[src/rtl/memmap_pkg.sv]
// Package: memmap_pkg
// Holds the address geometry of the decoder and the route type shared by its
// modules. Assumes a 20-bit address and 16 KB granules; the derived values
// follow from the base parameters.
package memmap_pkg;
    localparam int ADDR_W         = 20;
    localparam int GRAN_LOG2      = 14;
    localparam int BLK_W          = ADDR_W - GRAN_LOG2;
    localparam int LOW_FIRST_BLK  = 16;
    localparam int LOW_BLOCKS     = 32;
    localparam int HIGH_BLOCKS    = 16;
    localparam int HIGH_FIRST_BLK = LOW_FIRST_BLK + LOW_BLOCKS;
    localparam int LOW_IDX_W      = $clog2(LOW_BLOCKS);
    localparam int HIGH_IDX_W     = $clog2(HIGH_BLOCKS);
    localparam int GROUP_BLOCKS   = 4;
    localparam int GROUPS         = HIGH_BLOCKS / GROUP_BLOCKS;
    localparam int GROUP_W        = $clog2(GROUPS);
    localparam int GROUP_SHIFT    = $clog2(GROUP_BLOCKS);

    typedef enum logic [1:0] {
        REG_BASE = 2'd0,
        REG_LOW  = 2'd1,
        REG_HIGH = 2'd2
    } region_e;

    typedef struct packed {
        logic rd_ext;
        logic wr_ext;
    } route_t;
endpackage

[src/rtl/memmap_region_split.sv]
// Module: memmap_region_split
// Classifies an address into the fixed base range, the lower mapped range or
// the upper shadow range. It also produces the granule index within the range
// and the 64 KB group index. Assumes the ranges are contiguous and aligned to
// a granule.
module memmap_region_split
    import memmap_pkg::*;
(
    input  logic [ADDR_W-1:0]     addr_i,
    output region_e               region_o,
    output logic [LOW_IDX_W-1:0]  low_idx_o,
    output logic [HIGH_IDX_W-1:0] high_idx_o,
    output logic [GROUP_W-1:0]    group_o
);
    logic [BLK_W-1:0] blk;
    logic [BLK_W-1:0] low_off;
    logic [BLK_W-1:0] high_off;

    // Purpose: take the granule number and the offsets from the range bases.
    always_comb begin
        blk      = addr_i[ADDR_W-1:GRAN_LOG2];
        low_off  = blk - BLK_W'(LOW_FIRST_BLK);
        high_off = blk - BLK_W'(HIGH_FIRST_BLK);
    end

    // Purpose: choose the range by comparing the granule against the bases.
    always_comb begin
        if (blk < BLK_W'(LOW_FIRST_BLK))
            region_o = REG_BASE;
        else if (blk < BLK_W'(HIGH_FIRST_BLK))
            region_o = REG_LOW;
        else
            region_o = REG_HIGH;
    end

    assign low_idx_o  = low_off[LOW_IDX_W-1:0];
    assign high_idx_o = high_off[HIGH_IDX_W-1:0];
    assign group_o    = high_idx_o[HIGH_IDX_W-1:GROUP_SHIFT];
endmodule

[src/rtl/memmap_bit_select.sv]
// Module: memmap_bit_select
// Picks one select bit out of a granule map. The map is formed by joining
// configuration bytes with byte 0 lowest. Assumes NBITS is a power of two.
module memmap_bit_select #(
    parameter int NBITS = 32,
    localparam int IDX_W = $clog2(NBITS)
) (
    input  logic [NBITS-1:0] map_i,
    input  logic [IDX_W-1:0] idx_i,
    output logic             bit_o
);
    // Purpose: index the map with the granule number.
    always_comb begin
        bit_o = map_i[idx_i];
    end
endmodule

[src/rtl/memmap_shadow_select.sv]
// Module: memmap_shadow_select
// Turns the shadow control byte into a read route and a write route for one
// 64 KB group. Group g reads through bit (GROUPS-1-g) and writes through bit
// (2*GROUPS-1-g). Assumes the byte is exactly 2*GROUPS bits wide.
module memmap_shadow_select
    import memmap_pkg::*;
(
    input  logic [2*GROUPS-1:0]  shadow_cfg_i,
    input  logic [GROUP_W-1:0]   group_i,
    output route_t               route_o
);
    route_t per_group [GROUPS];

    for (genvar g = 0; g < GROUPS; g++) begin : g_group
        assign per_group[g].rd_ext = shadow_cfg_i[GROUPS-1-g];
        assign per_group[g].wr_ext = shadow_cfg_i[2*GROUPS-1-g];
    end

    // Purpose: select the route of the addressed group.
    always_comb begin
        route_o = per_group[group_i];
    end
endmodule

[src/rtl/memmap_decoder.sv]
// Module: memmap_decoder
// Top of the shadow and channel decoder. Combines the range classification,
// the two granule maps and the shadow control into separate read and write
// routes, plus the route of the current access. Purely combinational; has no
// clock or state. Assumes the configuration inputs are stable during an access.
module memmap_decoder
    import memmap_pkg::*;
(
    input  logic [ADDR_W-1:0]      addr_i,
    input  logic                   is_write_i,
    input  logic [2*GROUPS-1:0]    shadow_cfg_i,
    input  logic [LOW_BLOCKS-1:0]  low_map_i,
    input  logic [HIGH_BLOCKS-1:0] high_map_i,
    output logic                   rd_ext_o,
    output logic                   wr_ext_o,
    output logic                   ext_o
);
    region_e               region;
    logic [LOW_IDX_W-1:0]  low_idx;
    logic [HIGH_IDX_W-1:0] high_idx;
    logic [GROUP_W-1:0]    group;
    logic                  low_bit;
    logic                  high_bit;
    route_t                shadow_route;
    route_t                route;

    memmap_region_split i_split (
        .addr_i     (addr_i),
        .region_o   (region),
        .low_idx_o  (low_idx),
        .high_idx_o (high_idx),
        .group_o    (group)
    );

    memmap_bit_select #(.NBITS(LOW_BLOCKS)) i_low_sel (
        .map_i (low_map_i),
        .idx_i (low_idx),
        .bit_o (low_bit)
    );

    memmap_bit_select #(.NBITS(HIGH_BLOCKS)) i_high_sel (
        .map_i (high_map_i),
        .idx_i (high_idx),
        .bit_o (high_bit)
    );

    memmap_shadow_select i_shadow (
        .shadow_cfg_i (shadow_cfg_i),
        .group_i      (group),
        .route_o      (shadow_route)
    );

    // Purpose: merge the per-range decisions into one read/write route.
    always_comb begin
        unique case (region)
            REG_LOW:  route = '{rd_ext: low_bit, wr_ext: low_bit};
            REG_HIGH: route = high_bit ? '{rd_ext: 1'b1, wr_ext: 1'b1}
                                       : shadow_route;
            default:  route = '{rd_ext: 1'b0, wr_ext: 1'b0};
        endcase
    end

    assign rd_ext_o = route.rd_ext;
    assign wr_ext_o = route.wr_ext;
    assign ext_o    = is_write_i ? route.wr_ext : route.rd_ext;

    // Purpose: check the routing rules each time the inputs change.
    always_comb begin
        if (addr_i < ADDR_W'(LOW_FIRST_BLK << GRAN_LOG2))
            p_base_board_r1: assert (!rd_ext_o && !wr_ext_o)
                else $error("R1 base range not routed to board");
        if (region == REG_LOW)
            p_low_paired_r2: assert (rd_ext_o == wr_ext_o)
                else $error("R2 lower range read/write split");
        if (region == REG_HIGH && high_bit)
            p_high_override_r4: assert (rd_ext_o && wr_ext_o)
                else $error("R4 upper channel bit not honoured");
        if (shadow_cfg_i == '0 && low_map_i == '0 && high_map_i == '0)
            p_zero_cfg_r7: assert (!rd_ext_o && !wr_ext_o)
                else $error("R7 zero configuration not board");
        if (rd_ext_o == wr_ext_o)
            p_qualified_r8: assert (ext_o == rd_ext_o)
                else $error("R8 qualified route mismatch");
    end
endmodule

[config.mk]
export PLATFORM = sky130hd
export DESIGN_NAME = memmap_decoder
export DESIGN_NICKNAME = d
export VERILOG_FILES = /design/src/rtl/memmap_pkg.sv /design/src/rtl/memmap_region_split.sv /design/src/rtl/memmap_bit_select.sv /design/src/rtl/memmap_shadow_select.sv /design/src/rtl/memmap_decoder.sv
export SDC_FILE = /design/constraint.sdc
export NUM_CORES = 1
export LEC_CHECK = 0
export CELL_PAD_IN_SITES_DETAIL_PLACEMENT = 1
export CELL_PAD_IN_SITES_GLOBAL_PLACEMENT = 2
export CORE_UTILIZATION = 12
export DETAILED_ROUTE_END_ITERATION = 8
export PLACE_DENSITY = 0.81
export SYNTH_ARGS = -nofsm -noshare
export SYNTH_HDL_FRONTEND = slang
export SYNTH_SLANG_ARGS = --single-unit
[constraint.sdc]
create_clock -name vclk -period 4
set_input_delay 1.2 -clock vclk [all_inputs]
set_output_delay 1.2 -clock vclk [all_outputs]
set_load 0.005 [all_outputs]
==> impl_metrics.yaml, run 1 <==
drt:
  drc: 0
  vias_per_cell: 4.02
  first_iter_violations: 22
  detailedRoute.firstPassIterationCount: 2
  drt-wirelength-per-cell_um: 14.2
  routed_wirelength_um: 2810
  drtAntennaViolNets: 0
  detailroute.via_count: 795
power_and_ir_drop:
  irDropWorstVdd_mv: 0.0312
  total_leakage_power_nw: 0.662
  power_per_cell_area_nw_per_um2: 99.2
  report.power.total_mw: 0.145
hold_path:
  hold_path.class: "in -> out"
  hold_path_depth: 5
  min-delay-start: "addr_i[18]"
  min_delay_worst_endpoint: "wr_ext_o"
worst_setup_path:
  crit_slowest_cell: "sky130_fd_sc_hd__mux4_2"
  worst-path-stages: 8
  worstSetupEndpointType: "output pin"
  startpoint_type: "input pin"
  critical_path_buf_inv_count: 3
  max_stage_delay_ns: 0.48
  path_class: "in -> out"
  worst-endpoint-required_ns: 2.80
  crit_arrival_ns: 2.76
  crit_family: "compound AO/OA/AOI/OAI gates"
  crit_path_cell_trace: "buf_8 -> buf_6 -> mux4_2 -> or2_1 -> a32o_2 -> a211oi_2 -> o21ai_1 -> buf_2"
  critical_path_peak_fanout: 3
layout:
  area_delta_synth_final_pct: 143
  antennaDiodeCount: 0
  postLayoutCellArea_um2: 1460
  seq_area_um2: 0
  n_clock_buffer: 0
  highest_count_cells_in_the_layout_ignoring_fill_and_taps: "sky130_fd_sc_hd__dlygate4sd2_1 (29), sky130_fd_sc_hd__clkdlybuf4s50_1 (24), sky130_fd_sc_hd__buf_4 (12)"
  layout-drive-gt1-share_pct: 31.3
  final_nets: 212
  layout.sequential_cells: 0
  stdcell_count: 198
  commonest_non_fill_non_tap_cell_in_the_layout: "sky130_fd_sc_hd__dlygate4sd2_1"
timing:
  final.setup.tns_ns: 0
  whs_ns: 2.98
  final-setup-viol-count: 0
  worst_slew_pin_slew_ns: 0.270
  min_period_over_period_pct: 99.0
  rsz0062_at_grt: "true"
  finalWorstPathRequiredPeriod_ns: 3.96
  number_of_hold_slack_violations_in_the_final_timing_report: 0
  slew_violations: 0
  worst_slew_margin_relative_to_its_limit_pct: 82.0
  fmaxAchievable_mhz: 253
floorplan:
  placementRows: 25
  start_util_pct: 12.6
  core_region_area_um2: 4750
  die_width_um: 72.7
  floorplan.io_pins: 80
  die_area_um2: 5290
  dieHeight_um: 72.7
logic_synthesis:
  syn_avg_cell_area_um2: 11.3
  synth.yosys.seq_area_share_pct: 0
  postSynthNetCount: 132
  synth_cell_type_count: 25
  synthesis.yosys.warnings: 0
  synthesis.area_um2: 601
  netlist_instances: 53
outcome:
  run_status: "complete, no violations"
placement:
  dpl_cell_area_um2: 1420
  detailed_place_hpwl_um: 2360
  place.port_buffers: 66
  gp_congestion: 0.721
  dpl.cell_count: 196
grt:
  grt_first_pass_wirelength_um: 4380
  grt_antenna_before_repair: 0
  global_route.usage.total_pct: 10.5
  grt_pass1_vias: 982
  grt_max_degree: 10
  grt.overflow.total: 0
run:
  cap_viol_max_count: 0
## final cells by class
class | instances | area [um2]
Tap cell | 67 | 83.8
Fill cell | 556 | 3290
Timing Repair Buffer | 83 | 772
Multi-Input combinational cell | 45 | 593
Inverter | 3 | 11.3
## how the worst max path moves through the flow
stage                    end  startpoint
global placement    wr_ext_o  addr_i[14]
floorplan              ext_o  addr_i[14]
detailed placement  rd_ext_o  addr_i[14]
CTS                 rd_ext_o  addr_i[14]
finish                 ext_o  addr_i[14]
global route           ext_o  addr_i[14]
## timing repair
item / 4_1_cts / 5_1_grt
endpoints found under the setup margin: 3 / 3
pin swaps: 7 / 9
cloned: 1 / 0
hold buffers: 0 / 0
resized for setup: 79 / 12
setup buffers: 0 / 2
## layer usage
metal  up-vias  routed length, um  global-route usage [%]
met2        52               1470                    22.9
met4         0                  0                       0
met3         0                288                    1.52
li1        377                  -                       -
met1       366               1050                    10.8
met5         -                  0                       0
## report_power, final
group	internal [mW]	leakage, nW	total [mW]	switching (mW)
logic	0.0965	0.662	0.145	0.0484
registers	0	0	0	0
clock network	0	0	0	0
total	0.0965	0.662	0.145	0.0484
## synth_stat cells, drive strengths merged
cell,count,area share (%)
a211oi,1,1.3
a221oi,1,1.5
a22oi,1,1.3
a311oi,1,1.5
a32o,1,1.7
and2,1,1.0
buf,3,5.8
clkbuf,2,1.3
ha,2,4.2
inv,3,1.9
mux2,1,1.9
mux2i,9,15
mux4,11,46
nand2b,2,2.1
nand3,1,0.83
nand3b,1,1.3
nor2,3,1.9
nor2b,3,3.1
o2111ai,1,1.5
o21ai,3,2.5
o311ai,1,1.5
or2,1,1.0
## through the flow
stage | setup slack, ns | util, %
floorplan | 0.252 | -
global placement | -0.871 | 29.8
detailed placement | -0.889 | 29.8
CTS | 0.0209 | 29.6
global route | -0.0166 | 30.7
finish | 0.0406 | 30.7
## logic make-up (layout without fill, tap and decap cells)
kind of cell               Yosys count  in the layout  share of synthesized area [%]
muxes                               21             21                           63.1
buffers and inverters                8             86                           8.96
AOI/OAI and AO/OA                   10             10                           12.5
and+or+nand+nor                     12             12                           11.3
adders and majority gates            2              2                           4.17
Power figures use the tool's default switching activity.
==> run 2: changes to the inputs <==
- GPL_ROUTABILITY_DRIVEN: default -> 0
- SKIP_LAST_GASP: default -> 1
==> run 2 against run 1 <==
  * First-iteration DRC count did not move
  * Cell count unchanged
  * Via count rose by 1.0%
  * Sequential share of layout area unchanged
  * Critical path depth is the same
==> impl_metrics.yaml, run 2 (same netlist as run 1, synthesis figures left out) <==
worst_setup_path:
  crit_arrival_ns: 2.76
  startpoint_type: "input pin"
  worstSetupEndpointType: "output pin"
  critical_path_peak_fanout: 3
  worst-endpoint-required_ns: 2.80
  path_class: "in -> out"
outcome:
  run_status: "complete, no violations"
placement:
  detailed_place_hpwl_um: 2360
  place.port_buffers: 66
  detailedPlace.worstSlack_ns: -0.889
drt:
  detailedRoute.firstPassIterationCount: 4
  routed_wirelength_um: 2840
  drt-wirelength-per-cell_um: 14.3
  vias_per_cell: 4.06
  detailroute.via_count: 803
  drc: 0
  drtAntennaViolNets: 0
  first_iter_violations: 22
grt:
  grt.overflow.total: 0
  grt_first_pass_wirelength_um: 4360
  grt_pass1_vias: 982
  grt_antenna_before_repair: 0
  grt_max_degree: 10
  global_route.usage.total_pct: 10.5
layout:
  highest_count_cells_in_the_layout_ignoring_fill_and_taps: "sky130_fd_sc_hd__dlygate4sd2_1 (29), sky130_fd_sc_hd__clkdlybuf4s50_1 (26), sky130_fd_sc_hd__buf_4 (12)"
  seq_area_um2: 0
  filler_cell_count: 556
  n_clock_buffer: 0
  final_nets: 212
  multi_input_comb_area_um2: 594
  antennaDiodeCount: 0
  layout-drive-gt1-share_pct: 32.8
  area_delta_synth_final_pct: 143
  commonest_non_fill_non_tap_cell_in_the_layout: "sky130_fd_sc_hd__dlygate4sd2_1"
  post-route-util_pct: 30.6
  layout.sequential_cells: 0
floorplan:
  start_util_pct: 12.6
  placementRows: 25
  floorplan.io_pins: 80
  die_area_um2: 5290
  core_region_area_um2: 4750
  dieHeight_um: 72.7
  die_width_um: 72.7
timing:
  final-setup-viol-count: 0
  number_of_hold_slack_violations_in_the_final_timing_report: 0
  fmaxAchievable_mhz: 253
  setup_ws_ns: 0.0412
  slew_violations: 0
  worst_slew_pin_slew_ns: 0.270
  whs_ns: 2.98
  worst_slew_margin_relative_to_its_limit_pct: 82.0
  finalWorstPathRequiredPeriod_ns: 3.96
  rsz0062_at_grt: "true"
  min_period_over_period_pct: 99.0
power_and_ir_drop:
  power_per_cell_area_nw_per_um2: 101
  total_leakage_power_nw: 0.641
  report.power.total_mw: 0.146
  irDropWorstVdd_mv: 0.0324
hold_path:
  hold_path.class: "in -> out"
clock_tree:
  cts.hold.buffers_added: 0
run:
  cap_viol_max_count: 0
## run 2: critical path, stage by stage
cell and delay, ns:
sky130_fd_sc_hd__buf_8 0.08, sky130_fd_sc_hd__buf_6 0.10, sky130_fd_sc_hd__mux4_2 0.48, sky130_fd_sc_hd__or2_1 0.22, sky130_fd_sc_hd__a32o_2 0.26, sky130_fd_sc_hd__a211oi_2 0.19
sky130_fd_sc_hd__o21ai_1 0.08, sky130_fd_sc_hd__buf_2 0.14
## run 2: what timing repair did
action                                  4_1_cts  5_1_grt
pin swaps                                     7        8
gates cloned                                  1        0
endpoints found under the setup margin        3        3
gates resized for setup                      78       13
buffers inserted                              0        2
## run 2: path summary, 6_finish.rpt
kind | from | end | slack [ns] | cells after the start
setup / recovery | addr_i[14] | ext_o | 0.04 | 8
hold / removal | addr_i[18] | wr_ext_o | 2.98 | 5
## run 2: power by group
group / internal, mW / switching (mW)
clock network: 0 / 0
logic: 0.0971 / 0.0493
registers: 0 / 0
total: 0.0971 / 0.0493
## run 2: routing by layer
| metal | vias up | part of all wire (%) | routed length (um) | track usage (%) |
|---|---|---|---|---|
| met3 | 0 | 11 | 300 | 1.52 |
| met4 | 0 | 0 | 0 | 0 |
| met5 | - | 0 | 0 | 0 |
| met1 | 374 | 37 | 1060 | 10.7 |
| li1 | 377 | - | - | - |
| met2 | 52 | 52 | 1480 | 22.9 |
## run 2: layout make-up
cell class | count | share of cell area, %
Timing Repair Buffer | 83 | 52.7
Multi-Input combinational cell | 45 | 40.8
Tap cell | 67 | 5.76
Inverter | 3 | 0.773
## run 2: metrics by stage
| step | cells | area, um2 | setup TNS, ns |
|---|---|---|---|
| global placement | 196 | 1420 | -2.61 |
| global route | 198 | 1460 | -0.0166 |
| finish | 198 | 1460 | 0 |
| floorplan | 53 | 601 | 0 |
| CTS | 196 | 1410 | -0.00146 |
| detailed placement | 196 | 1420 | -2.66 |
